### config.mk
export PLATFORM = sky130hd
export DESIGN_NAME = user_trace_rec
export DESIGN_NICKNAME = d
export VERILOG_FILES = /design/src/rtl/utrc_pkg.sv /design/src/rtl/utrc_regs.sv /design/src/rtl/utrc_queue.sv /design/src/rtl/user_trace_rec.sv
export SDC_FILE = /design/constraint.sdc
export NUM_CORES = 1
export LEC_CHECK = 0
export CORE_AREA = 4 4 124 126
export DETAILED_ROUTE_END_ITERATION = 12
export DIE_AREA = 0 0 128 130
export PLACE_DENSITY = 0.8
export SLEW_MARGIN = 0
export SYNTH_ARGS = -nofsm -noshare
export SYNTH_HDL_FRONTEND = slang
export SYNTH_HIERARCHICAL = 1
export SYNTH_SLANG_ARGS = --single-unit
export TNS_END_PERCENT = 5
### constraint.sdc
create_clock -name clk -period 7.7 [get_ports clk]
set_input_delay 1.925 -clock clk [delete_from_list [all_inputs] [get_ports clk]]
set_output_delay 1.925 -clock clk [all_outputs]
set_load 0.01 [all_outputs]
### src/rtl/utrc_pkg.sv
// Package: shared record types for the user trace record generator.
// Assumes the record type is a single bit.
package utrc_pkg;
    typedef enum logic {
        REC_UT1 = 1'b0,
        REC_UT2 = 1'b1
    } rec_type_e;
endpackage

### src/rtl/utrc_regs.sv
// Module: user data registers with read-back.
// Holds one or two registers, as chosen by TWO_REGS. A write lands only when
// wr_permit is high. An absent register reads as zero.
module utrc_regs #(
    parameter int DATA_W   = 32,
    parameter bit TWO_REGS = 1'b1
) (
    input  logic              clk,
    input  logic              rst_n,
    input  logic              wr_permit,
    input  logic              wr0_en,
    input  logic [DATA_W-1:0] wr0_data,
    input  logic              wr1_en,
    input  logic [DATA_W-1:0] wr1_data,
    input  logic              rd_sel,
    output logic [DATA_W-1:0] rd_data
);
    logic [DATA_W-1:0] reg0_q;
    logic [DATA_W-1:0] reg1_q;

    // Register 0 storage: capture permitted writes.
    always_ff @(posedge clk) begin
        if (!rst_n)                    reg0_q <= '0;
        else if (wr_permit && wr0_en)  reg0_q <= wr0_data;
    end

    generate
        if (TWO_REGS) begin : g_reg1
            // Register 1 storage: capture permitted writes.
            always_ff @(posedge clk) begin
                if (!rst_n)                    reg1_q <= '0;
                else if (wr_permit && wr1_en)  reg1_q <= wr1_data;
            end
        end else begin : g_noreg1
            assign reg1_q = '0;
        end
    endgenerate

    // Read-back multiplexer.
    always_comb rd_data = rd_sel ? reg1_q : reg0_q;

    // unprivileged cycles leave stored values untouched.
    a_r5_regs_hold: assert property (@(posedge clk) disable iff (!rst_n)
        !wr_permit |=> ($stable(reg0_q) && $stable(reg1_q)));
endmodule

### src/rtl/utrc_queue.sv
// Module: record queue with up to two pushes and one pop per cycle.
// Assumes DEPTH is a power of two and at least 2. The caller must never push
// more entries than the free space plus the entry popped in the same cycle.
module utrc_queue #(
    parameter int W     = 33,
    parameter int DEPTH = 2,
    localparam int AW   = (DEPTH > 1) ? $clog2(DEPTH) : 1,
    localparam int CW   = $clog2(DEPTH + 1)
) (
    input  logic          clk,
    input  logic          rst_n,
    input  logic [1:0]    push_n,
    input  logic [W-1:0]  push_d0,
    input  logic [W-1:0]  push_d1,
    input  logic          pop,
    output logic          not_empty,
    output logic [W-1:0]  head,
    output logic [CW-1:0] used
);
    logic [W-1:0]  mem [DEPTH];
    logic [AW-1:0] wptr, rptr;
    logic [CW-1:0] cnt;

    // Pointer and occupancy bookkeeping.
    always_ff @(posedge clk) begin
        if (!rst_n) begin
            wptr <= '0;
            rptr <= '0;
            cnt  <= '0;
        end else begin
            wptr <= wptr + AW'(push_n);
            if (pop) rptr <= rptr + AW'(1);
            cnt  <= cnt + CW'(push_n) - CW'(pop);
        end
    end

    // Entry storage: the first push goes to wptr, the second to the slot after it.
    always_ff @(posedge clk) begin
        if (push_n != 2'd0) mem[wptr] <= push_d0;
        if (push_n == 2'd2) mem[wptr + AW'(1)] <= push_d1;
    end

    assign not_empty = (cnt != '0);
    assign head      = mem[rptr];
    assign used      = cnt;

    // pushes never exceed free space plus the slot freed by a same-cycle pop.
    a_r6_no_overrun: assert property (@(posedge clk) disable iff (!rst_n)
        (32'(cnt) + 32'(push_n) - 32'(pop)) <= DEPTH);

    // never pop when empty.
    a_r6_no_underrun: assert property (@(posedge clk) disable iff (!rst_n)
        pop |-> not_empty);
endmodule

### src/rtl/user_trace_rec.sv
// Module: user trace record generator (top).
// Turns permitted register writes into typed trace records on a valid/ready
// output. Assumes wr_permit already reflects the access rules.
module user_trace_rec #(
    parameter int DATA_W   = 32,
    parameter bit TWO_REGS = 1'b1,
    parameter int QDEPTH   = 2,
    localparam int EW      = DATA_W + 1,
    localparam int CW      = $clog2(QDEPTH + 1)
) (
    input  logic              clk,
    input  logic              rst_n,
    input  logic              wr_permit,
    input  logic              wr0_en,
    input  logic [DATA_W-1:0] wr0_data,
    input  logic              wr1_en,
    input  logic [DATA_W-1:0] wr1_data,
    input  logic              type_sel,
    input  logic              rd_sel,
    output logic [DATA_W-1:0] rd_data,
    output logic              rec_valid,
    input  logic              rec_ready,
    output logic              rec_type,
    output logic [DATA_W-1:0] rec_data,
    output logic              overflow
);
    import utrc_pkg::*;

    logic          req0, req1, acc0, acc1, drop, pop;
    logic [1:0]    push_n;
    logic [EW-1:0] ent0, ent1, first_ent, head;
    logic [CW-1:0] used;
    logic [CW:0]   room;
    rec_type_e     type0;
    logic          ovf_q;

    utrc_regs #(.DATA_W(DATA_W), .TWO_REGS(TWO_REGS)) regs_i (
        .clk(clk), .rst_n(rst_n), .wr_permit(wr_permit),
        .wr0_en(wr0_en), .wr0_data(wr0_data),
        .wr1_en(wr1_en), .wr1_data(wr1_data),
        .rd_sel(rd_sel), .rd_data(rd_data)
    );

    // Type for register 0 records: fixed in the two-register build, from type_sel otherwise.
    generate
        if (TWO_REGS) begin : g_addr_type
            assign type0 = REC_UT1;
            assign req1  = wr_permit && wr1_en;
        end else begin : g_ctrl_type
            assign type0 = rec_type_e'(type_sel);
            assign req1  = 1'b0;
        end
    endgenerate

    // Accept requests in register order while room remains (a same-cycle pop frees a slot).
    always_comb begin
        req0      = wr_permit && wr0_en;
        pop       = rec_valid && rec_ready;
        room      = (CW+1)'(QDEPTH) - (CW+1)'(used) + (CW+1)'(pop);
        acc0      = req0 && (room >= (CW+1)'(1));
        acc1      = req1 && (room >= (req0 ? (CW+1)'(2) : (CW+1)'(1)));
        push_n    = {1'b0, acc0} + {1'b0, acc1};
        drop      = (req0 && !acc0) || (req1 && !acc1);
        ent0      = {type0, wr0_data};
        ent1      = {REC_UT2, wr1_data};
        first_ent = acc0 ? ent0 : ent1;
    end

    utrc_queue #(.W(EW), .DEPTH(QDEPTH)) queue_i (
        .clk(clk), .rst_n(rst_n), .push_n(push_n),
        .push_d0(first_ent), .push_d1(ent1), .pop(pop),
        .not_empty(rec_valid), .head(head), .used(used)
    );

    // Sticky drop flag.
    always_ff @(posedge clk) begin
        if (!rst_n)    ovf_q <= 1'b0;
        else if (drop) ovf_q <= 1'b1;
    end

    assign overflow = ovf_q;
    assign rec_type = head[EW-1];
    assign rec_data = head[DATA_W-1:0];

    // a stalled record holds its contents.
    a_r8_hold_stable: assert property (@(posedge clk) disable iff (!rst_n)
        (rec_valid && !rec_ready) |=> (rec_valid && $stable(rec_type) && $stable(rec_data)));

    // overflow stays set once raised.
    a_r6_ovf_sticky: assert property (@(posedge clk) disable iff (!rst_n)
        overflow |=> overflow);

    // with no permit and nothing queued, no record appears.
    a_r5_no_record_unpriv: assert property (@(posedge clk) disable iff (!rst_n)
        (!wr_permit && !rec_valid) |=> !rec_valid);
endmodule

* Word-level counts from Yosys, hierarchy flattened
Memory sizes are Yosys's and may differ from the RTL's. A register that Yosys moved wholly into a read port is not among the register bits.
Index checks and enable logic that the tools add are counted.
** Operators by class
- Add/subtract/negate cells :: 8
- Multiply operators :: 0
- Div/mod/pow operators :: 0
- Order comparisons :: 2
- Equal/unequal tests :: 1
- Shifts and indexed selects :: 0
- Muxes and demuxes :: 9
- Bitwise operators :: 0
- Reduce and logical (&&, ||, !) cells :: 12
** Operators with widths (count)
- $mux W33 :: 1
- $mux W32 :: 1
- $logic_and A1 B1 Y1 :: 7
- $mux W1 :: 6
- $reduce_bool A2 Y1 :: 2
- $add A3 B1 Y3 :: 1
- $ge A3 B1 Y1 const B :: 1
- $ge A3 B2 Y1 :: 1
- $sub A2 B2 Y3 const A :: 1
- $add A1 B1 Y1 const B :: 2
- $add A1 B1 Y2 :: 1
- $add A2 B2 Y2 :: 1
- $eq A2 B2 Y1 const B :: 1
- $logic_not A1 Y1 :: 2
- $mux W2 :: 1
- $sub A2 B1 Y2 :: 1
- $add A1 B1 Y1 :: 1
- $logic_or A1 B1 Y1 :: 1
** Storage, ports and cells
- Register bits :: 69
- Latch bits :: 0
- RAM bits :: 66
- Memory bits (read-only) :: 0
- Input port bits :: 72
- Output and inout bits :: 67
- Word-level logic and storage cells :: 39
- Memories :: 1
** Memory list
- queue_i.mem :: depth 2, bits a word 33, rd ports 1, clocked after memory_dff 1, wr ports 2, RTL line utrc_queue.sv:20 : logic [W-1:0] mem [DEPTH];

* Depth between registers and ports, before layout
Gate-level depths: netlist of run 1.
- Depth in word-level cells :: 9
- Depth in mapped cells :: 13
- Mapped depth without buffers :: 13

* Cells and area by module
The synthesis of run 1 kept the hierarchy.
** By module, submodules not included
- utrc_queue :: instances 1, cells each 202, area each 3560.9 um2, seq. area each 2082.0 um2
- utrc_regs :: instances 1, cells each 329, area each 3175.5 um2, seq. area each 1281.2 um2
- user_trace_rec :: instances 1, cells each 56, area each 673.1 um2, seq. area each 20.0 um2

* Least setup slack after synthesis of run 1
OpenSTA, ideal clock, no wires.
- Kind :: input port to flip-flop
- Start :: input rec_ready
- End :: memory queue_i.mem[0][0], enable pin
- Library setup time :: 469 ps
- Data arrival time :: 5835 ps
- Data required time :: 7231 ps
- Slack :: 1396 ps
- Stages on the path :: 10
- Buffers on the path :: 0
- Cells stage by stage :: nand2_1 -> ha_1 -> ha_1 -> inv_1 -> ha_1 -> a211oi_1 -> nor2_1 -> ha_1 -> inv_1 -> o21ai_0
** RTL lines
- start, declared :: RTL line user_trace_rec.sv:22 : input logic rec_ready,
- end, declared :: RTL line utrc_queue.sv:20

==> impl_results.md, run 1 <==
- Data arrival at the endpoint of the critical path: 5.83 ns
- Max Fclk: 0.176 GHz
- Time the final worst path needs with I/O delays and setup: 5.68 ns
- Kind of critical path: input pin to register
- Number of cells upsized or downsized after cts: 0
- Number of setup buffers added after CTS: 0
- Mapped cell area: 7410 sq um
- Number of global-route vias before repair: 5366
- Fillers: 1089
- Worst clock skew: 0.00441 ns
- Synth cell types: 30
- Met1 layer usage reported by global route: 0.262
- Max IR drop VDD: 0.117 mV
- Top post-synthesis cells by area: sky130_fd_sc_hd__edfxtp_1 (27%), sky130_fd_sc_hd__dfxtp_1 (19%), sky130_fd_sc_hd__mux2_4 (18%)
- Final Net Count: 772
- Area growth, synth to finish: 23.1%
- Final total negative setup slack: 0 ns
- H-tree level count: 4
- Overall power: 0.00252 W
- Placeable core region: 14300 sq um
- GRT Total Usage: 0.214
- Last weighted congestion value of the routability-driven placer: 0.753
- Effective utilization at floorplan: 0.518
- Source of the worst register-to-register timing path: queue_i/used[1]$_SDFF_PN0_
- Inserted Clock Buffers: 17
- Drt wl/cell: 19.8 microns
- Count of placed standard cells including taps: 858
- I/O pin total: 139
- Post-Route Utilization: 0.637
- Post-route insts no fill: 890
- Pin count of the biggest net entering global routing: 135
- Measured slew at the worst slew-check pin: 1.24 ns
- Post-route clock period utilization: 0.737
- Total number of vias: 5113
- Count of unresolved DRC violations after routing: 0
- Count of endpoints failing setup in the final report: 0
- DR pass1 iterations: 5
- Most area-hungry cell type in the Yosys netlist: sky130_fd_sc_hd__edfxtp_1
- Cell at the root of the clock tree: sky130_fd_sc_hd__clkbuf_16
- GRT met3 Usage: 0.0520
- Number of rows created at floorplan: 44
- Number of hold violations in the final report: 0
- Data required time at the worst endpoint: 7.85 ns
- Total inserted antenna cells: 0
- Total length of routed wires: 17600 microns
- Antenna violations before repair: 0
- Final max-slew violation count: 0
- Mapped Cells: 587
- Number of warnings reported in the yosys synthesis log: 6
- Horizontal extent of the die: 128 microns
- Origin of the worst setup path: rec_ready
- Total of flip-flops plus latches after synthesis: 136
- DIE HEIGHT: 130 microns
- Type of destination of the critical path: register
- Share of cells above drive strength 1: 0.299
- Placement-stage worst setup slack: 1.61 ns
- Power per cell area: 276 nW/um^2
- Vias/cell: 5.74
- Critical path fanouts, max: 35
- Detail Route Antenna Nets: 0
- Share of the synthesized area in the top cell type: 0.267
- GRT Residual Overflow: 0
- Port Buffers: 137
- Max cap viols: 0
- Relative slew slack: 0.172
- Sequential fraction of the synthesis area: 0.457
- CTS max path bufs: 2
- Hold Crit Class: register to register
- Setup repair after global routing missed its margin: false
- Clock slew seen by the registers of the worst setup and hold paths: 0.06 ns
- Leakage: 3.51 nW
- Detail Placement HPWL: 10800 microns
- Average footprint of a synthesized cell: 12.6 sq um
- Violation count after the first detailed-route iteration: 380
- Hold_buf cts: 0
- TritonCTS clock tree: built
- Met2 usage in global routing: 0.361
- Hold Startpoint: regs_i/reg0_q[3]$_SDFFE_PN0P_
- Clock Sink Count: 136
- Insertion delay to the later sink of the worst-skew pair: 0.42 ns
- Outcome: finished clean
- Post-layout worst setup margin: 2.02 ns
- Most Crowded Layer GR: met2
- Die area: 16600 sq um
- Global-route wire length before repair: 27900 microns
- Sort of element at the start of the critical path: input pin
-- kinds of logic (layout without fill, tap and decap cells) --
kind of cell	count (synthesis)	after routing	share of synthesized area
buf+inv	58	176	0.0598
flops	136	136	0.457
xor+xnor	5	5	0.00591
compound gates	69	69	0.0677
other cells	1	2	0.000506
fa+ha+maj	7	7	0.0118
simple gates	148	148	0.105
mux	163	163	0.292
-- Yosys cell counts --
library cell,number
sky130_fd_sc_hd__a2111oi_0,1
sky130_fd_sc_hd__a211oi_1,1
sky130_fd_sc_hd__and2_1,5
sky130_fd_sc_hd__and2_4,2
sky130_fd_sc_hd__buf_12,3
sky130_fd_sc_hd__buf_2,27
sky130_fd_sc_hd__buf_4,4
sky130_fd_sc_hd__buf_6,17
sky130_fd_sc_hd__clkbuf_1,1
sky130_fd_sc_hd__conb_1,1
sky130_fd_sc_hd__dfxtp_1,70
sky130_fd_sc_hd__edfxtp_1,66
sky130_fd_sc_hd__ha_1,7
sky130_fd_sc_hd__inv_1,6
sky130_fd_sc_hd__mux2_1,35
sky130_fd_sc_hd__mux2_2,40
sky130_fd_sc_hd__mux2_4,88
sky130_fd_sc_hd__nand2_1,69
sky130_fd_sc_hd__nand2b_1,2
sky130_fd_sc_hd__nand3_4,2
sky130_fd_sc_hd__nand4_1,64
sky130_fd_sc_hd__nor2_1,2
sky130_fd_sc_hd__nor2_4,1
sky130_fd_sc_hd__o21ai_0,1
sky130_fd_sc_hd__o21ai_1,26
sky130_fd_sc_hd__o21ai_2,39
sky130_fd_sc_hd__o31a_1,1
sky130_fd_sc_hd__or2_2,1
sky130_fd_sc_hd__xnor2_1,2
sky130_fd_sc_hd__xor2_1,3
-- power by group --
part           internal [W]  leakage (nW)  switching [W]
combinational      0.000442          2.06       0.000350
clock              0.000432         0.262       0.000294
sequential         0.000931          1.18      0.0000693
total               0.00180          3.51       0.000713
-- critical path, stage by stage --
cell                              delay (ns)
sky130_fd_sc_hd__clkdlybuf4s50_1        0.46
sky130_fd_sc_hd__nand2_1                0.07
sky130_fd_sc_hd__ha_1                   0.20
sky130_fd_sc_hd__ha_1                   0.22
sky130_fd_sc_hd__o21ai_2                0.20
sky130_fd_sc_hd__nand3_4                0.58
sky130_fd_sc_hd__inv_1                  0.22
sky130_fd_sc_hd__ha_1                   0.31
sky130_fd_sc_hd__nand2b_1               0.28
sky130_fd_sc_hd__nor2_4                 0.94
sky130_fd_sc_hd__mux2_1                 0.42
-- placed cells by master, fill, tap and decap left out, types with 4 or more instances in the layout --
cell type / synthesis / final
sky130_fd_sc_hd__nand2_1: 69 / 68
sky130_fd_sc_hd__inv_1: 6 / 6
sky130_fd_sc_hd__and2_1: 5 / 5
sky130_fd_sc_hd__buf_2: 27 / 4
sky130_fd_sc_hd__ha_1: 7 / 7
sky130_fd_sc_hd__clkdlybuf4s50_1: 0 / 132
sky130_fd_sc_hd__mux2_1: 35 / 35
sky130_fd_sc_hd__mux2_4: 88 / 88
sky130_fd_sc_hd__mux2_2: 40 / 40
sky130_fd_sc_hd__o21ai_2: 39 / 39
sky130_fd_sc_hd__nand4_1: 64 / 64
sky130_fd_sc_hd__dfxtp_1: 70 / 69
sky130_fd_sc_hd__clkbuf_16: 0 / 17
sky130_fd_sc_hd__edfxtp_1: 66 / 66
sky130_fd_sc_hd__clkinv_2: 0 / 7
sky130_fd_sc_hd__o21ai_1: 26 / 26
-- through the flow --
step                cell area (sq um)  hold slack [ns]
CTS                              9120            0.451
global placement                 8590            0.435
floorplan                        7410            0.424
detailed placement               8590            0.441
finish                           9120            0.449
global route                     9120            0.467
-- sequential cells by signal (all words and copies together) (netlist names), named ones only --
| name | cells |
|---|---|
| queue_i/mem | 66 |
| regs_i/reg0_q | 32 |
| regs_i/reg1_q | 32 |
| queue_i/used | 2 |
| overflow | 1 |
| queue_i/rptr | 1 |
| queue_i/wptr | 1 |
-- final timing paths --
| path | slack, ns | endpoint | depth (start not counted) |
|---|---|---|---|
| worst max-delay path | 2.02 | queue_i/mem[1][7]$_DFFE_PP_ | 11 |
| worst min-delay path | 0.45 | regs_i/reg0_q[3]$_SDFFE_PN0P_ | 2 |
| worst min register to register | 0.45 | regs_i/reg0_q[3]$_SDFFE_PN0P_ | 2 |
| worst max register to register | 3.45 | queue_i/mem[1][7]$_DFFE_PP_ | 11 |
-- layer usage --
| layer | vias up | wire length (microns) |
|---|---|---|
| li1 | 2390 | - |
| met1 | 2534 | 7330 |
| met2 | 159 | 8910 |
| met3 | 30 | 944 |
| met4 | 0 | 408 |
| met5 | - | 0 |
-- cell type report --
cell class	instances	area, sq um	share of cell area
sequential	136	3380	0.371
clock inverter	9	50.0	0.00549
tap	184	230	0.0252
multi-input combinational	394	3600	0.395
timing repair buffer	138	1360	0.149
clock buffer	23	478	0.0524
inverter	6	22.5	0.00247
Power figures use the tool's default switching activity.
==> run 2, diff against run 1 <==
--- a/config.mk
+++ b/config.mk
@@ -5,10 +5,10 @@
 export SDC_FILE = /design/constraint.sdc
 export NUM_CORES = 1
 export LEC_CHECK = 0
-export CORE_AREA = 4 4 124 126
+export CORE_AREA = 4 4 130 132
 export DETAILED_ROUTE_END_ITERATION = 12
-export DIE_AREA = 0 0 128 130
-export PLACE_DENSITY = 0.8
+export DIE_AREA = 0 0 134 136
+export PLACE_DENSITY = 0.76
 export SLEW_MARGIN = 0
 export SYNTH_ARGS = -nofsm -noshare
 export SYNTH_HDL_FRONTEND = slang
==> constraint.sdc (replaced) <==
create_clock -name clk -period 4.9 [get_ports clk]
set_input_delay 1.225 -clock clk [delete_from_list [all_inputs] [get_ports clk]]
set_output_delay 1.225 -clock clk [all_outputs]
set_load 0.01 [all_outputs]
==> run 2 against run 1 <==
Clock power increased by 61%. Wire length about the same. Critical path depth is the same. Setup slack got worse by 1.4 ns. Combinational power increased by 59%. Non-clock buffer count up 11. Sequential power increased by 57%.
==> impl_results.md, run 2 (synthesized netlist as in run 1, its figures left out) <==
- Outcome: finished clean (unchanged)
- Drt wl/cell: 18.9 microns (was 19.8 microns)
- Leakage: 3.56 nW (was 3.51 nW)
- Max IR drop VDD: 0.217 mV (was 0.117 mV)
- Top Registers: queue_i/mem x66, regs_i/reg0_q x32, regs_i/reg1_q x32 (unchanged)
- Kind of critical path: input pin to register (unchanged)
- Sort of element at the start of the critical path: input pin (unchanged)
- Cell at the root of the clock tree: sky130_fd_sc_hd__clkbuf_16 (unchanged)
- TritonCTS clock tree: built (unchanged)
- Data arrival at the endpoint of the critical path: 4.26 ns (was 5.83 ns)
- Part of the power in the clock network: 0.294 (was 0.288)
- Worst clock skew: 0.00576 ns (was 0.00441 ns)
- Detail Placement HPWL: 11000 microns (was 10800 microns)
- Buffer and inverter count on the worst path: 3 (was 2)
- Count of placed standard cells including taps: 901 (was 858)
- Total length of routed wires: 17600 microns (about the same)
- H-tree level count: 4 (unchanged)
- Count of endpoints failing setup in the final report: 0 (unchanged)
- Total inserted antenna cells: 0 (unchanged)
- DIE HEIGHT: 136 microns (was 130 microns)
- Area growth, synth to finish: 25.1% (was 23.1%)
- Vias/cell: 5.43 (was 5.74)
- Global-route wire length before repair: 27500 microns (was 27900 microns)
- Pin count of the biggest net entering global routing: 135 (unchanged)
- Commonest non-fill, non-tap cell in the layout: sky130_fd_sc_hd__clkdlybuf4s50_1 (unchanged)
- Critical path fanouts, max: 33 (was 35)
- Final Net Count: 783 (was 772)
- Most flops, register: queue_i/mem (unchanged)
- Max Fclk: 0.236 GHz
- Setup repair after global routing missed its margin: false (unchanged)
- Detail Route Antenna Nets: 0 (unchanged)
- Number of setup buffers added after CTS: 0 (unchanged)
- Inserted Clock Buffers: 17 (unchanged)
- Horizontal extent of the die: 134 microns (was 128 microns)
- Data required time at the worst endpoint: 4.92 ns (was 7.85 ns)
- Measured slew at the worst slew-check pin: 1.25 ns (was 1.24 ns)
- Effective utilization at floorplan: 0.472 (was 0.518)
- Critical path's slowest cell: sky130_fd_sc_hd__o21ai_4 (was sky130_fd_sc_hd__nor2_4)
- Share of total power in combinational logic: 0.314 (about the same)
- Violation count after the first detailed-route iteration: 341 (was 380)
- GRT Residual Overflow: 0 (unchanged)
- Number of rows created at floorplan: 46 (was 44)
- Top delay family on crit path: compound AO/OA/AOI/OAI gates (was simple AND/OR/NAND/NOR gates)
- Die area: 18200 sq um (was 16600 sq um)
- Hold_buf cts: 0 (unchanged)
- Post-route insts no fill: 933 (was 890)
- Fillers: 1258 (was 1089)
- GRT Total Usage: 0.193 (was 0.214)
- Type of destination of the critical path: register (unchanged)
- Switching share of power: 0.278 (was 0.283)
- Relative slew slack: 0.164 (was 0.172)
- CTS max path bufs: 2 (unchanged)
- Clock Sink Count: 136 (unchanged)
- Largest register FFs: 66 (unchanged)
- Clock slew seen by the registers of the worst setup and hold paths: 0.05 ns (was 0.06 ns)
- Most common cell type on the critical path: sky130_fd_sc_hd__ha_1 (unchanged)
- Number of global-route vias before repair: 5160 (was 5366)
- Placeable core region: 15700 sq um (was 14300 sq um)
- Power per cell area: 431 nW/um^2 (was 276 nW/um^2)
- I/O pin total: 139 (unchanged)
- Number of hold violations in the final report: 0 (unchanged)
- Insertion delay to the later sink of the worst-skew pair: 0.42 ns (about the same)
- Post-route clock period utilization: 0.864
- Port Buffers: 137 (unchanged)
- Final total negative setup slack: 0 ns (unchanged)
- Antenna violations before repair: 0 (unchanged)
- Last weighted congestion value of the routability-driven placer: 0.731 (was 0.753)
- Worst path cell trace: clkdlybuf4s50_1 -> nand2_1 -> ha_1 -> ha_1 -> inv_1 -> ha_1 -> a211oi_1 -> nor2_1 -> ha_1 -> inv_1 -> o21ai_4 (was clkdlybuf4s50_1 -> nand2_1 -> ha_1 -> ha_1 -> o21ai_2 -> nand3_4 -> inv_1 -> ha_1 -> nand2b_1 -> nor2_4 -> mux2_1)
- Number of cells upsized or downsized after cts: 0 (unchanged)
- Final max-slew violation count: 0 (unchanged)
- Worst path max stage delay: 0.96 ns (was 0.94 ns)
- Time the final worst path needs with I/O delays and setup: 4.23 ns
- Net switching power of the design: 0.00111 W (was 0.000713 W)
- Count of unresolved DRC violations after routing: 0 (unchanged)
- Max cap viols: 0 (unchanged)
- Share of cells above drive strength 1: 0.300 (was 0.299)
- Sequential cell fraction of total power: 0.392 (was 0.397)
- Total number of vias: 5062 (was 5113)
- Internal portion of total power: 0.00289 W (was 0.00180 W)
- Hold Crit Class: register to register (unchanged)
- DR pass1 iterations: 5 (unchanged)
- Most frequent cells in the layout: sky130_fd_sc_hd__clkdlybuf4s50_1 (132), sky130_fd_sc_hd__mux2_4 (88), sky130_fd_sc_hd__dfxtp_1 (69) (unchanged)
## run 2: cell types whose count changed in the layout (fill, tap and decap cells not counted), sizes merged
| cell | delta |
|---|---|
| buf | +11 |
| bufinv | +1 |
| clkbuf | +4 |
| clkinv | -3 |
| clkinvlp | -2 |
## run 2: layout make-up
| type | count | area, sq um | share of cell area |
|---|---|---|---|
| Clock inverter | 5 | 47.5 | 0.00513 |
| Timing Repair Buffer | 149 | 1460 | 0.158 |
| Inverter | 6 | 22.5 | 0.00243 |
| Sequential cell | 136 | 3380 | 0.365 |
| Tap cell | 216 | 270 | 0.0291 |
| Clock buffer | 27 | 483 | 0.0521 |
| Multi-Input combinational cell | 394 | 3600 | 0.388 |
## run 2: per-layer routing
layer	part of all wire	GRT usage	vias to the layer above
li1	-	-	2408
met1	0.42	0.230	2472
met2	0.51	0.336	163
met3	0.056	0.0440	19
met4	0.014	0.0789	0
met5	0	0	-
## run 2: worst paths after layout
| check | start | endpoint | slack [ns] | cells after the start |
|---|---|---|---|---|
| setup / recovery | rec_ready | queue_i/mem[0][17]$_DFFE_PP_ | 0.67 | 11 |
| hold / removal | regs_i/reg0_q[16]$_SDFFE_PN0P_ | regs_i/reg0_q[16]$_SDFFE_PN0P_ | 0.45 | 2 |
| setup reg to reg | queue_i/used[1]$_SDFF_PN0_ | queue_i/mem[0][17]$_DFFE_PP_ | 1.37 | 10 |
| hold reg to reg | regs_i/reg0_q[16]$_SDFFE_PN0P_ | regs_i/reg0_q[16]$_SDFFE_PN0P_ | 0.45 | 2 |
## run 2: through the flow
| step | total power [W] | setup slack, ns | util | hold slack [ns] | instance area (sq um) |
|---|---|---|---|---|---|
| after floorplan | 0.00231 | 0.190 | - | 0.424 | 7410 |
| after global placement | 0.00282 | 0.248 | 0.556 | 0.435 | 8740 |
| after detailed placement | 0.00286 | 0.168 | 0.556 | 0.444 | 8740 |
| after CTS | 0.00404 | 0.619 | 0.590 | 0.452 | 9270 |
| after global routing | 0.00418 | 0.457 | 0.590 | 0.464 | 9270 |
| final | 0.00400 | 0.665 | 0.590 | 0.452 | 9270 |
## run 2: worst min-delay path, cell delays in order (launching register included)
cell	delay, ns
sky130_fd_sc_hd__dfxtp_1	0.31
sky130_fd_sc_hd__nand2_1	0.05
sky130_fd_sc_hd__o21ai_1	0.05
## run 2: power groups by stage
stage          clock (W)  combinational (W)  sequential, W
6_report         0.00117            0.00126        0.00157
5_1_grt          0.00125            0.00135        0.00159
4_1_cts          0.00120            0.00128        0.00157
3_5_place_dp           0            0.00127        0.00160
3_3_place_gp           0            0.00124        0.00158
2_1_floorplan          0           0.000776        0.00153
